--- config.mk ---
export PLATFORM = sky130hd
export DESIGN_NAME = fwd_hazard_unit
export DESIGN_NICKNAME = d
export VERILOG_FILES = /design/src/rtl/fwd_pkg.sv /design/src/rtl/fwd_operand_sel.sv /design/src/rtl/load_use_detect.sv /design/src/rtl/stall_fsm.sv /design/src/rtl/fwd_hazard_unit.sv
export SDC_FILE = /design/constraint.sdc
export NUM_CORES = 1
export LEC_CHECK = 0
export CORE_AREA = 4 4 41 43
export CTS_BUF_LIST = sky130_fd_sc_hd__clkbuf_4
export CTS_CLUSTER_DIAMETER = 120
export CTS_CLUSTER_SIZE = 12
export DETAILED_ROUTE_END_ITERATION = 6
export DIE_AREA = 0 0 45 47
export DONT_BUFFER_PORTS = 1
export MAX_ROUTING_LAYER = met4
export PLACE_DENSITY = 0.55
export SYNTH_ARGS = -nofsm -noshare
export SYNTH_HDL_FRONTEND = slang
export SYNTH_HIERARCHICAL = 1
export SYNTH_SLANG_ARGS = --single-unit
--- constraint.sdc ---
create_clock -name clk_i -period 1.9 [get_ports clk_i]
set_input_delay 0.19 -clock clk_i [delete_from_list [all_inputs] [get_ports clk_i]]
set_output_delay 0.19 -clock clk_i [all_outputs]
set_load 0.1 [all_outputs]
--- src/rtl/fwd_pkg.sv ---
package fwd_pkg;

    typedef enum logic [1:0] {
        SRC_RF  = 2'd0,
        SRC_EXM = 2'd1,
        SRC_MWB = 2'd2
    } src_sel_e;

    typedef enum logic {
        ST_RUN  = 1'b0,
        ST_HOLD = 1'b1
    } stall_st_e;

    localparam int unsigned SEL_W = 2;

endpackage

--- src/rtl/fwd_operand_sel.sv ---
module fwd_operand_sel
    import fwd_pkg::*;
#(
    parameter int unsigned REG_AW = 5
) (
    input  logic [REG_AW-1:0] src_i,
    input  logic [REG_AW-1:0] mem_rd_i,
    input  logic              mem_wen_i,
    input  logic              mem_load_i,
    input  logic [REG_AW-1:0] wb_rd_i,
    input  logic              wb_wen_i,
    output src_sel_e          sel_o
);

    logic src_live;
    logic hit_mem;
    logic hit_wb;

    // register 0 is hardwired, so it never matches a producer
    assign src_live = (src_i != '0);
    assign hit_mem  = src_live && mem_wen_i && (mem_rd_i == src_i);
    assign hit_wb   = src_live && wb_wen_i  && (wb_rd_i  == src_i);

    always_comb begin
        sel_o = SRC_RF;
        if (hit_mem) begin
            // younger producer owns the register; a load holds only an address here
            sel_o = mem_load_i ? SRC_RF : SRC_EXM;
        end else if (hit_wb) begin
            sel_o = SRC_MWB;
        end
    end

endmodule

--- src/rtl/load_use_detect.sv ---
module load_use_detect #(
    parameter int unsigned REG_AW  = 5,
    parameter int unsigned NUM_SRC = 2
) (
    input  logic [NUM_SRC*REG_AW-1:0] id_src_i,
    input  logic [REG_AW-1:0]         ex_rd_i,
    input  logic                      ex_wen_i,
    input  logic                      ex_load_i,
    output logic                      hazard_o
);

    logic              producer_ok;
    logic [NUM_SRC-1:0] src_hit;

    assign producer_ok = ex_load_i && ex_wen_i && (ex_rd_i != '0);

    for (genvar k = 0; k < NUM_SRC; k++) begin : g_src
        assign src_hit[k] = (id_src_i[k*REG_AW +: REG_AW] == ex_rd_i);
    end

    assign hazard_o = producer_ok && (|src_hit);

endmodule

--- src/rtl/stall_fsm.sv ---
module stall_fsm
    import fwd_pkg::*;
(
    input  logic clk_i,
    input  logic rst_ni,
    input  logic hazard_i,
    output logic stall_o,
    output logic bubble_o
);

    stall_st_e state_q;
    stall_st_e state_d;

    always_ff @(posedge clk_i) begin
        if (!rst_ni) begin
            state_q <= ST_RUN;
        end else begin
            state_q <= state_d;
        end
    end

    // next state: RUN_STAY, RUN_TO_HOLD, HOLD_TO_RUN
    always_comb begin
        state_d = state_q;
        unique case (state_q)
            ST_RUN:  state_d = hazard_i ? ST_HOLD : ST_RUN;
            ST_HOLD: state_d = ST_RUN;
            default: state_d = ST_RUN;
        endcase
    end

    always_comb begin
        stall_o  = 1'b0;
        bubble_o = 1'b0;
        unique case (state_q)
            ST_RUN: begin
                stall_o  = hazard_i;
                bubble_o = hazard_i;
            end
            ST_HOLD: begin
                stall_o  = 1'b0;
                bubble_o = 1'b0;
            end
            default: begin
                stall_o  = 1'b0;
                bubble_o = 1'b0;
            end
        endcase
    end

endmodule

--- src/rtl/fwd_hazard_unit.sv ---
module fwd_hazard_unit
    import fwd_pkg::*;
#(
    parameter int unsigned REG_AW  = 5,
    parameter int unsigned NUM_SRC = 2
) (
    input  logic                      clk_i,
    input  logic                      rst_ni,
    input  logic [NUM_SRC*REG_AW-1:0] id_src_i,
    input  logic [NUM_SRC*REG_AW-1:0] ex_src_i,
    input  logic [REG_AW-1:0]         ex_rd_i,
    input  logic                      ex_wen_i,
    input  logic                      ex_load_i,
    input  logic [REG_AW-1:0]         mem_rd_i,
    input  logic                      mem_wen_i,
    input  logic                      mem_load_i,
    input  logic [REG_AW-1:0]         wb_rd_i,
    input  logic                      wb_wen_i,
    output logic [NUM_SRC*SEL_W-1:0]  fwd_sel_o,
    output logic                      stall_o,
    output logic                      bubble_o
);

    localparam int unsigned SRC_BUS_W = NUM_SRC * REG_AW;

    logic                 hazard;
    logic [SRC_BUS_W-1:0] ex_src_bus;

    assign ex_src_bus = ex_src_i;

    for (genvar k = 0; k < NUM_SRC; k++) begin : g_opnd
        src_sel_e sel_k;

        fwd_operand_sel #(
            .REG_AW (REG_AW)
        ) u_sel (
            .src_i      (ex_src_bus[k*REG_AW +: REG_AW]),
            .mem_rd_i   (mem_rd_i),
            .mem_wen_i  (mem_wen_i),
            .mem_load_i (mem_load_i),
            .wb_rd_i    (wb_rd_i),
            .wb_wen_i   (wb_wen_i),
            .sel_o      (sel_k)
        );

        assign fwd_sel_o[k*SEL_W +: SEL_W] = sel_k;
    end

    load_use_detect #(
        .REG_AW  (REG_AW),
        .NUM_SRC (NUM_SRC)
    ) u_detect (
        .id_src_i  (id_src_i),
        .ex_rd_i   (ex_rd_i),
        .ex_wen_i  (ex_wen_i),
        .ex_load_i (ex_load_i),
        .hazard_o  (hazard)
    );

    stall_fsm u_fsm (
        .clk_i    (clk_i),
        .rst_ni   (rst_ni),
        .hazard_i (hazard),
        .stall_o  (stall_o),
        .bubble_o (bubble_o)
    );

endmodule

==> results of run 1 <==
worst max-delay path by stage:
stage	start	to	slack [ns]	cells past startpoint
floorplan	ex_rd_i[2]	stall_o	0.01	6
global route	ex_rd_i[3]	bubble_o	0.37	5
global placement	ex_rd_i[3]	stall_o	0.45	5
detailed placement	ex_rd_i[3]	bubble_o	0.43	5
CTS	ex_rd_i[3]	bubble_o	0.43	5
finish	ex_rd_i[3]	bubble_o	0.43	5
synth_stat cells (2+ instances only):
cell type	count
nor4_2	2
nor2_1	2
xnor2_1	16
and2_0	2
nand2_1	4
nand3_1	2
nand4_1	2
xor2_1	14
o2111a_1	2
nor3_1	4
nor4b_1	2
per-stage QoR:
step / cell area (um^2) / utilization, % / setup slack, ns / power [W]
finish: 571.8 / 43.94 / 0.4339 / 0.0001192
CTS: 571.8 / 43.94 / 0.4254 / 0.0001204
global placement: 571.8 / 43.94 / 0.4522 / 0.0001183
global route: 571.8 / 43.94 / 0.3728 / 0.0001279
detailed placement: 571.8 / 43.94 / 0.4267 / 0.0001198
floorplan: 510.5 / - / 0.01098 / 0.0001086
final cells by class:
cell class / count / area share (%)
Tap cell: 15 / 3.282
Sequential cell: 1 / 3.501
Timing Repair Buffer: 5 / 8.753
Multi-Input combinational cell: 57 / 84.46
per-layer routing:
| layer | GRT usage [%] | wire, um |
|---|---|---|
| met5 | - | 0 |
| met4 | 0 | 0 |
| met3 | 4.215 | 201 |
| met2 | 19.49 | 564 |
| met1 | 14.67 | 455 |
cells by family after synthesis:
kind of cell	count (synthesis)	share of synthesized area (%)
flops	1	4.233
buf+inv	1	1.588
xor+xnor	30	55.56
compound gates	4	8.464
simple gates	23	30.16
power by group through the flow:
stage               Clock, W  Sequential [W]  Combinational, W
finish                     0       0.0000219         0.0000973
global route               0       0.0000219          0.000106
CTS                        0       0.0000219         0.0000985
detailed placement         0       0.0000219         0.0000979
global placement           0       0.0000219         0.0000964
floorplan                  0       0.0000218         0.0000868
==> results.md, run 1 <==
* Mapped Area at 473.0 um^2
* Slew Viols, Final at 0
* Skew-Pair Late Insertion Delay at 0 ns
* Largest net degree at the start of global routing at 4
* Lkg Pwr at 0.1928 nW
* Initial antenna violation count at 0
* Max reg flops at 1
* Total wire length at 1221 um
* Number of setup buffers added after CTS at 0
* Switching share of power at 39.42%
* First-pass GRT wire length at 1842 um
* Setup violators final at 0
* Antenna viol nets, final at 0
* Via count at 419
* EDFF count, synth at 0
* Largest registers: u_fsm/state_q x1
* Hold path depth at 1
* GRT Overall Usage at 11.80%
* Die Y at 47 um
* Share of layout cells above drive strength 1 at 17.46%
* Area occupied by multi-input gates at 483.0 um^2
* Top-area cell type share of the netlist area at 29.63%
* Rows at 13
* CP top delay family: simple AND/OR/NAND/NOR gates
* DRC at 0
* Hold Path Class: primary input to register
* Crit path DAT at 1.28 ns
* Slew @ Worst Pin at 0.2787 ns
* Filler instances at 139
* Vias in the first global route at 440
* Die ar. at 2115 um^2
* Maximum clock frequency at 682.1 MHz
* Max-capacitance violation count at 0
* Switching power at 0.00004698 W
* Peak VDD IR at 0.1133 mV
* Outcome: finished clean
* Reg2reg start: u_fsm/state_q
* Main synth FF type: dfxtp_1
* Clk pwr share at 0%
* Initial Utilization at 36.35%
* I/O pins at 48
* Hold Slack at 0.3494 ns
* Mapped Cells at 59
* Clock transition at the registers of the reported paths at 0 ns
* Slowest-stage cell, CP: or4_1
* Placed cells at 78
* Crit Path Class: primary input to output pin
* Worst Path Required at 1.71 ns
* Worst Path Max Fanout at 3
* Area growth, synth to finish at 20.90%
* Post-detail-place hpwl at 1166 um
* Placer congestion estimate at 0.7625
* First-pass DRT Iterations at 2
* Min-Delay Endpoint: u_fsm/state_q
* Tcrit/Tclk final at 77.16%
* Worst r2r dst: u_fsm/state_q
* Worst-path cell chain: or4_1, o211ai_2, a21oi_1, nor2b_4, buf_12
* Vias per cell at 5.372
* Post-synth top area cell: xnor2_1
* Worst reg-to-reg path cell count at 1
* Worst relative slew slack at 81.57%
* Syn nets at 101
* Synth warn at 6
* Avg Synthesized Cell Area at 8.016 um^2
* DRT iter0 DRCs at 2
* CTS resizes at 0
* Post-CTS Hold Fix Bufs at 0
* Largest register by flop count: u_fsm/state_q
* Most frequent cells in the layout: xnor2_1 (16), xor2_1 (14), nand2_1 (4), nor3_1 (4), buf_4 (4)
* # port buffers at 0
* Synth top area cells: xnor2_1 (30%), xor2_1 (26%), nor4_2 (5.3%)
* R2R Setup Slk at 1.25 ns
* Combinational power share at 81.6%
* Register area at 20.02 um^2
* Final setup skew at 0 ns
* Yosys reg bits at 1
* Async S/R FF share, synth at 0%
* Sequential fraction of the synthesis area at 4.233%
* Endpoints failing hold at 0
* CP endpoint kind: output pin
* RSZ-0062 raised after global routing: no
* Tmin final at 1.466 ns
* Internal power at 0.00007219 W
* Fin cells at 78
* Slowest stage delay, CP at 0.53 ns
* Startpoint Class: primary input
* WP buf/inv at 1
* Pwr/cell area at 208.4 nW/um^2
* DR WL/cell at 15.65 um
* Post-layout net count at 107
* Setup TNS at 0 ns
* Antenna diodes at 0
* Core area at 1301 um^2
* Die width at 45 um
* Commonest non-fill, non-tap cell in the layout: xnor2_1
* Grt ovf at 0
* Synth unique cells at 18
* Min-delay src: rst_ni
* Reg power frac at 18.4%
Power figures use the tool's default switching activity.
==> run 2: changes to the inputs <==
--- a/config.mk
+++ b/config.mk
@@ -5,15 +5,17 @@
 export SDC_FILE = /design/constraint.sdc
 export NUM_CORES = 1
 export LEC_CHECK = 0
-export CORE_AREA = 4 4 41 43
+export ABC_AREA = 1
+export CORE_ASPECT_RATIO = 0.75
+export CORE_MARGIN = 4
+export CORE_UTILIZATION = 46
 export CTS_BUF_LIST = sky130_fd_sc_hd__clkbuf_4
 export CTS_CLUSTER_DIAMETER = 120
 export CTS_CLUSTER_SIZE = 12
 export DETAILED_ROUTE_END_ITERATION = 6
-export DIE_AREA = 0 0 45 47
 export DONT_BUFFER_PORTS = 1
 export MAX_ROUTING_LAYER = met4
-export PLACE_DENSITY = 0.55
+export PLACE_DENSITY = 0.67
 export SYNTH_ARGS = -nofsm -noshare
 export SYNTH_HDL_FRONTEND = slang
 export SYNTH_HIERARCHICAL = 1
==> constraint.sdc (replaced) <==
create_clock -name clk_i -period 1.5 [get_ports clk_i]
set_input_delay 0.15 -clock clk_i [delete_from_list [all_inputs] [get_ports clk_i]]
set_output_delay 0.15 -clock clk_i [all_outputs]
set_load 0.1 [all_outputs]
==> results.md, run 2 <==
* R2R Setup Slk at 0.93 ns (was 1.25 ns)
* Peak VDD IR at 0.1089 mV (was 0.1133 mV)
* Post-layout net count at 259 (was 107)
* First-pass GRT wire length at 3698 um (was 1842 um)
* Most frequent cells in the layout: nand2_1 (97), inv_1 (46), nor2_1 (30), nor2_2 (8), nand3_1 (7) (was xnor2_1 (16), xor2_1 (14), nand2_1 (4), nor3_1 (4), buf_4 (4))
* Lkg Pwr at 0.7132 nW (was 0.1928 nW)
* Mapped Area at 879.6 um^2 (was 473.0 um^2)
* Die width at 58.50 um (was 45 um)
* Via count at 1052 (was 419)
* Synth unique cells at 15 (was 18)
* Max-capacitance violation count at 0 (unchanged)
* DRT iter0 DRCs at 25 (was 2)
* Maximum clock frequency at 814.3 MHz
* CP most frequent cell: nand2_1
* Post-synth top area cell: nand2_1 (was xnor2_1)
* Startpoint Class: primary input (unchanged)
* Placer congestion estimate at 0.8424 (was 0.7625)
* Synth warn at 6 (unchanged)
* Largest net degree at the start of global routing at 7 (was 4)
* Antenna viol nets, final at 0 (unchanged)
* Main synth FF type: dfxtp_1 (unchanged)
* Worst Path Required at 1.35 ns (was 1.71 ns)
* Antenna diodes at 0 (unchanged)
* Post-CTS Hold Fix Bufs at 0 (unchanged)
* EDFF count, synth at 0 (unchanged)
* Die Y at 45.87 um (was 47 um)
* Synth top area cells: nand2_1 (41%), inv_1 (20%), nor2_1 (14%) (was xnor2_1 (30%), xor2_1 (26%), nor4_2 (5.3%))
* Endpoints failing hold at 0 (unchanged)
* Crit path DAT at 1.08 ns (was 1.28 ns)
* First-pass DRT Iterations at 4 (was 2)
* Pwr/cell area at 218.9 nW/um^2 (was 208.4 nW/um^2)
* Syn nets at 252 (was 101)
* Slowest-stage cell, CP: buf_4 (was or4_1)
* Area growth, synth to finish at 14.08% (was 20.90%)
* Yosys reg bits at 1 (unchanged)
* DR WL/cell at 9.578 um (was 15.65 um)
* Final setup skew at 0 ns (unchanged)
* Setup TNS at 0 ns (unchanged)
* Core area at 1773 um^2 (was 1301 um^2)
* Share of layout cells above drive strength 1 at 13.02% (was 17.46%)
* Grt ovf at 0 (unchanged)
* Worst-path cell chain: inv_1, nand2_1, nand2_1, nor2_1, nand3_1, a21oi_2, nand2_2, clkinvlp_4, buf_4 (was or4_1, o211ai_2, a21oi_1, nor2b_4, buf_12)
* Most instantiated cells after synthesis: nand2_1 (97), inv_1 (47), nor2_1 (32) (was xnor2_1 (16), xor2_1 (14), nand2_1 (4), nor3_1 (4))
* Total chip power at 0.0002197 W (was 0.0001192 W)
* Mapped Cells at 210 (was 59)
* Slowest stage delay, CP at 0.28 ns (was 0.53 ns)
* Total wire length at 2270 um (was 1221 um)
* Largest register by flop count: u_fsm/state_q (unchanged)
* DRC at 0 (unchanged)
* Setup violators final at 0 (unchanged)
* Async S/R FF share, synth at 0% (unchanged)
* Slew Viols, Final at 0 (unchanged)
* CP endpoint kind: output pin (unchanged)
* Die ar. at 2683 um^2 (was 2115 um^2)
* Clock transition at the registers of the reported paths at 0 ns (about the same)
* Top-area cell type share of the netlist area at 41.39% (was 29.63%)
* Final critical-path setup slack at 0.2720 ns (was 0.4339 ns)
* Worst Path Max Fanout at 4 (was 3)
* Largest registers: u_fsm/state_q x1 (unchanged)
* Outcome: finished clean (unchanged)
* Avg Synthesized Cell Area at 4.189 um^2 (was 8.016 um^2)
* I/O pins at 48 (unchanged)
* Commonest non-fill, non-tap cell in the layout: nand2_1 (was xnor2_1)
* Initial Utilization at 49.61% (was 36.35%)
* Crit Path Class: primary input to output pin (unchanged)
* Place WS at 0.2492 ns (was 0.4267 ns)
* Tcrit/Tclk final at 81.87%
* Vias per cell at 4.439 (was 5.372)
* Slew @ Worst Pin at 0.2782 ns (was 0.2787 ns)
* Max reg flops at 1 (unchanged)
* Sequential fraction of the synthesis area at 2.276% (was 4.233%)
* RSZ-0062 raised after global routing: no (unchanged)
* Skew-Pair Late Insertion Delay at 0 ns (about the same)
* Hold Path Class: primary input to register (unchanged)
* Worst relative slew slack at 81.61% (was 81.57%)
* GRT Overall Usage at 17.54% (was 11.80%)
* # port buffers at 0 (unchanged)
* Most common cell in the netlist: nand2_1 (was xnor2_1)
* Initial antenna violation count at 0 (unchanged)
* CTS resizes at 0 (unchanged)
* Tmin final at 1.228 ns
* Post-detail-place hpwl at 2035 um (was 1166 um)
* Vias in the first global route at 914 (was 440)
* Number of setup buffers added after CTS at 0 (unchanged)
* Rows at 13 (unchanged)
## run 2: changes by cell type in the layout (fill, tap and decap cells not counted), sizes merged, moves of 2 or more
cell	delta
nand3	+7
nand2	+98
nor4	-2
clkinv	+2
nor3	-4
xnor2	-14
and2	-2
o2111a	-2
xor2	-13
nor2	+36
nor4b	-2
inv	+51
## run 2: power breakdown
group	internal [W]	switching, W
clock network	0	0
logic	0.0000752	0.000117
registers	0.0000274	0.0000000690
total	0.000103	0.000117
## run 2: logic make-up after synthesis
kind of cell,count (synthesis),synth area share (%)
flops,1,2.276
compound gates,1,0.9959
buf+inv,55,23.90
xor+xnor,3,2.988
simple gates,150,69.84
## run 2: path summary, 6_finish.rpt
kind | to | startpoint | cells past startpoint
setup / recovery | bubble_o | ex_rd_i[0] | 9
hold / removal | u_fsm/state_q | rst_ni | 2
setup reg to reg | u_fsm/state_q | u_fsm/state_q | 3
hold reg to reg | u_fsm/state_q | u_fsm/state_q | 3
## run 2: layout make-up
cell class,instances,area (um^2)
Sequential cell,1,20.02
Tap cell,22,27.53
Fill cell,193,769.5
Timing Repair Buffer,6,95.09
Multi-Input combinational cell,154,654.4
Inverter,54,206.4
## run 2: stage by stage
stage	util, %	instances	instance area [um^2]	hold slack, ns
detailed placement	56.60	237	1003	0.2839
global route	56.60	237	1003	0.3055
global placement	56.60	237	1003	0.2791
CTS	56.60	237	1003	0.2871
finish	56.60	237	1003	0.2867
floorplan	-	210	900.9	0.2765
## run 2: per-layer routing
layer | track usage (%) | share of wire (%)
met1 | 24.05 | 46
met2 | 30.07 | 47
met3 | 1.133 | 7.1
met4 | 0 | 0
met5 | - | 0
## run 2: critical path: cells and delay by family
family          cells  cell delay [ns]
simple gates        5             0.38
compound gates      1             0.15
buf+inv             3             0.39
==> run 3: changes to the inputs <==
--- a/config.mk
+++ b/config.mk
@@ -5,17 +5,16 @@
 export SDC_FILE = /design/constraint.sdc
 export NUM_CORES = 1
 export LEC_CHECK = 0
-export ABC_AREA = 1
-export CORE_ASPECT_RATIO = 0.75
-export CORE_MARGIN = 4
-export CORE_UTILIZATION = 46
+export ABC_AREA = 0
+export CORE_AREA = 4 4 41 43
 export CTS_BUF_LIST = sky130_fd_sc_hd__clkbuf_4
 export CTS_CLUSTER_DIAMETER = 120
 export CTS_CLUSTER_SIZE = 12
 export DETAILED_ROUTE_END_ITERATION = 6
+export DIE_AREA = 0 0 45 47
 export DONT_BUFFER_PORTS = 1
 export MAX_ROUTING_LAYER = met4
-export PLACE_DENSITY = 0.67
+export PLACE_DENSITY = 0.55
 export SYNTH_ARGS = -nofsm -noshare
 export SYNTH_HDL_FRONTEND = slang
 export SYNTH_HIERARCHICAL = 1
==> constraint.sdc (replaced) <==
create_clock -name clk_i -period 1.2 [get_ports clk_i]
set_input_delay 0.12 -clock clk_i [delete_from_list [all_inputs] [get_ports clk_i]]
set_output_delay 0.12 -clock clk_i [all_outputs]
set_load 0.1 [all_outputs]
==> results.md, run 3 (same netlist as run 1, synthesis figures left out) <==
* Outcome: finished, violations left (was finished clean)
* Violations in the final reports: negative setup slack
* Vias in the first global route at 396 (was 914)
* First-pass DRT Iterations at 3 (was 4)
* Crit path launch: ex_rd_i[3] (was ex_rd_i[0])
* Top layer in use: met3 (unchanged)
* Setup violators final at 2 (was 0)
* Rows at 13 (unchanged)
* Lkg Pwr at 0.2062 nW (was 0.7132 nW)
* Reg2reg start: u_fsm/state_q (unchanged)
* Placed cells at 78 (was 237)
* Crit path DAT at 1.19 ns (was 1.08 ns)
* Tcrit/Tclk final at 109.3%
* Via count at 436 (was 1052)
* Min-delay src: rst_ni (unchanged)
* Startpoint Class: primary input (unchanged)
* Final setup skew at 0 ns (unchanged)
* Commonest non-fill, non-tap cell in the layout: xnor2_1 (was nand2_1)
* Largest net degree at the start of global routing at 4 (was 7)
* Slew Viols, Final at 0 (unchanged)
* Met1 Wirelength at 511 um (was 1048 um)
* I/O pins at 48 (unchanged)
* Worst relative slew slack at 83.08% (was 81.61%)
* Tmin final at 1.311 ns
* CP endpoint kind: output pin (unchanged)
* Hold Slack at 0.2950 ns (was 0.2867 ns)
* Peak VDD IR at 0.1816 mV (was 0.1089 mV)
* Vias per cell at 5.590 (was 4.439)
* Pwr/cell area at 309.4 nW/um^2 (was 218.9 nW/um^2)
* # port buffers at 0 (unchanged)
* Skew-Pair Late Insertion Delay at 0 ns (about the same)
* Metal3 WL at 174 um (was 161 um)
* Worst Path Required at 1.08 ns (was 1.35 ns)
* Endpoints failing hold at 0 (unchanged)
* Slew @ Worst Pin at 0.2527 ns (was 0.2782 ns)
* GRT Overall Usage at 12.03% (was 17.54%)
* Antenna diodes at 0 (unchanged)
* Number of setup buffers added after CTS at 0 (unchanged)
* Post-layout net count at 107 (was 259)
* Antenna viol nets, final at 0 (unchanged)
* RSZ-0062 raised after global routing: yes (was no)
* DRT iter0 DRCs at 3 (was 25)
* Initial antenna violation count at 0 (unchanged)
* Fin cells at 78 (was 237)
* Core area at 1301 um^2 (was 1773 um^2)
* Place WS at -0.1174 ns (was 0.2492 ns)
* Initial Utilization at 36.35% (was 49.61%)
* Max reg flops at 1 (unchanged)
* Area growth, synth to finish at 33.60% (was 14.08%)
* Max-capacitance violation count at 0 (unchanged)
* First-pass GRT wire length at 1911 um (was 3698 um)
* DR WL/cell at 16.00 um (was 9.578 um)
* Most frequent cells in the layout: xnor2_1 (16), xor2_1 (14), buf_12 (5), nand2_1 (4), nor3_1 (4) (was nand2_1 (97), inv_1 (46), nor2_1 (30), nor2_2 (8), nand3_1 (7))
* Final critical-path setup slack at -0.1111 ns (was 0.2720 ns)
* Die width at 45 um (was 58.50 um)
* Hold Path Class: primary input to register (unchanged)
* Die ar. at 2115 um^2 (was 2683 um^2)
* Clock transition at the registers of the reported paths at 0 ns (about the same)
* Maximum clock frequency at 762.7 MHz
* Die Y at 47 um (was 45.87 um)
* Crit Path Class: primary input to output pin (unchanged)
* Largest register by flop count: u_fsm/state_q (unchanged)
* Largest registers: u_fsm/state_q x1 (unchanged)
* Met2 wire length at 561 um (was 1060 um)
* Total wire length at 1248 um (was 2270 um)
* Grt ovf at 0 (unchanged)
* Placer congestion estimate at 0.8383 (was 0.8424)
* DRC at 0 (unchanged)
* Worst Path Max Fanout at 3 (was 4)
* Share of layout cells above drive strength 1 at 23.81% (was 13.02%)
## run 3: cell count changes in the layout (fill, tap and decap cells not counted), moves of 8 or more
| cell | before | now |
|---|---|---|
| nor2_2 | 8 | 0 |
| xnor2_1 | 2 | 16 |
| xor2_1 | 1 | 14 |
| nand2_1 | 97 | 4 |
| inv_1 | 46 | 0 |
| nor2_1 | 30 | 2 |
## run 3: through the flow
stage	cell area, um^2	utilization [%]	power (W)	setup TNS, ns
final	631.9	48.56	0.0001955	-0.2208
after floorplan	525.5	-	0.0001742	-1.428
after CTS	631.9	48.56	0.0001965	-0.2004
after detailed placement	624.3	47.98	0.0001942	-0.2344
after global placement	624.3	47.98	0.0001917	-0.2048
after global routing	631.9	48.56	0.0002083	-0.2856
## run 3: what timing repair did
| action | in CTS | in global routing |
|---|---|---|
| hold buffers | 0 | 0 |
| gates resized for setup | 2 | 0 |
| setup endpoints to repair | 2 | 2 |
| hold endpoints to repair | 0 | 0 |
| pin swaps | 0 | 1 |
## run 3: cell type report
cell class | instances | area (um^2)
flip-flops and latches | 1 | 20.02
repair buffers | 5 | 100.1
well taps | 15 | 18.77
multi-input cells | 57 | 493.0
fillers | 140 | 669.4
## run 3: per-layer routing
layer / vias up / GRT usage (%)
met1: 189 / 17.34
met5: - / -
li1: 217 / -
met4: 0 / 0
met2: 30 / 18.64
met3: 0 / 1.916
## run 3: path summary, 6_finish.rpt
kind / cells after the start / to / slack (ns)
worst min register to register: 1 / u_fsm/state_q / 0.56
worst max-delay path: 5 / stall_o / -0.11
worst max register to register: 1 / u_fsm/state_q / 0.55
worst min-delay path: 1 / u_fsm/state_q / 0.29
## run 3: report_power, final
part	switching, W	internal, W	leakage (nW)
logic	0.0000751	0.0000858	0.198
registers	0.000000308	0.0000343	0.00806
clock network	0	0	0
## run 3: worst max-delay path: stages
cell and delay [ns]:
or4_4 0.51, o211ai_2 0.18, a21oi_2 0.05, nor2b_4 0.13
buf_12 0.19
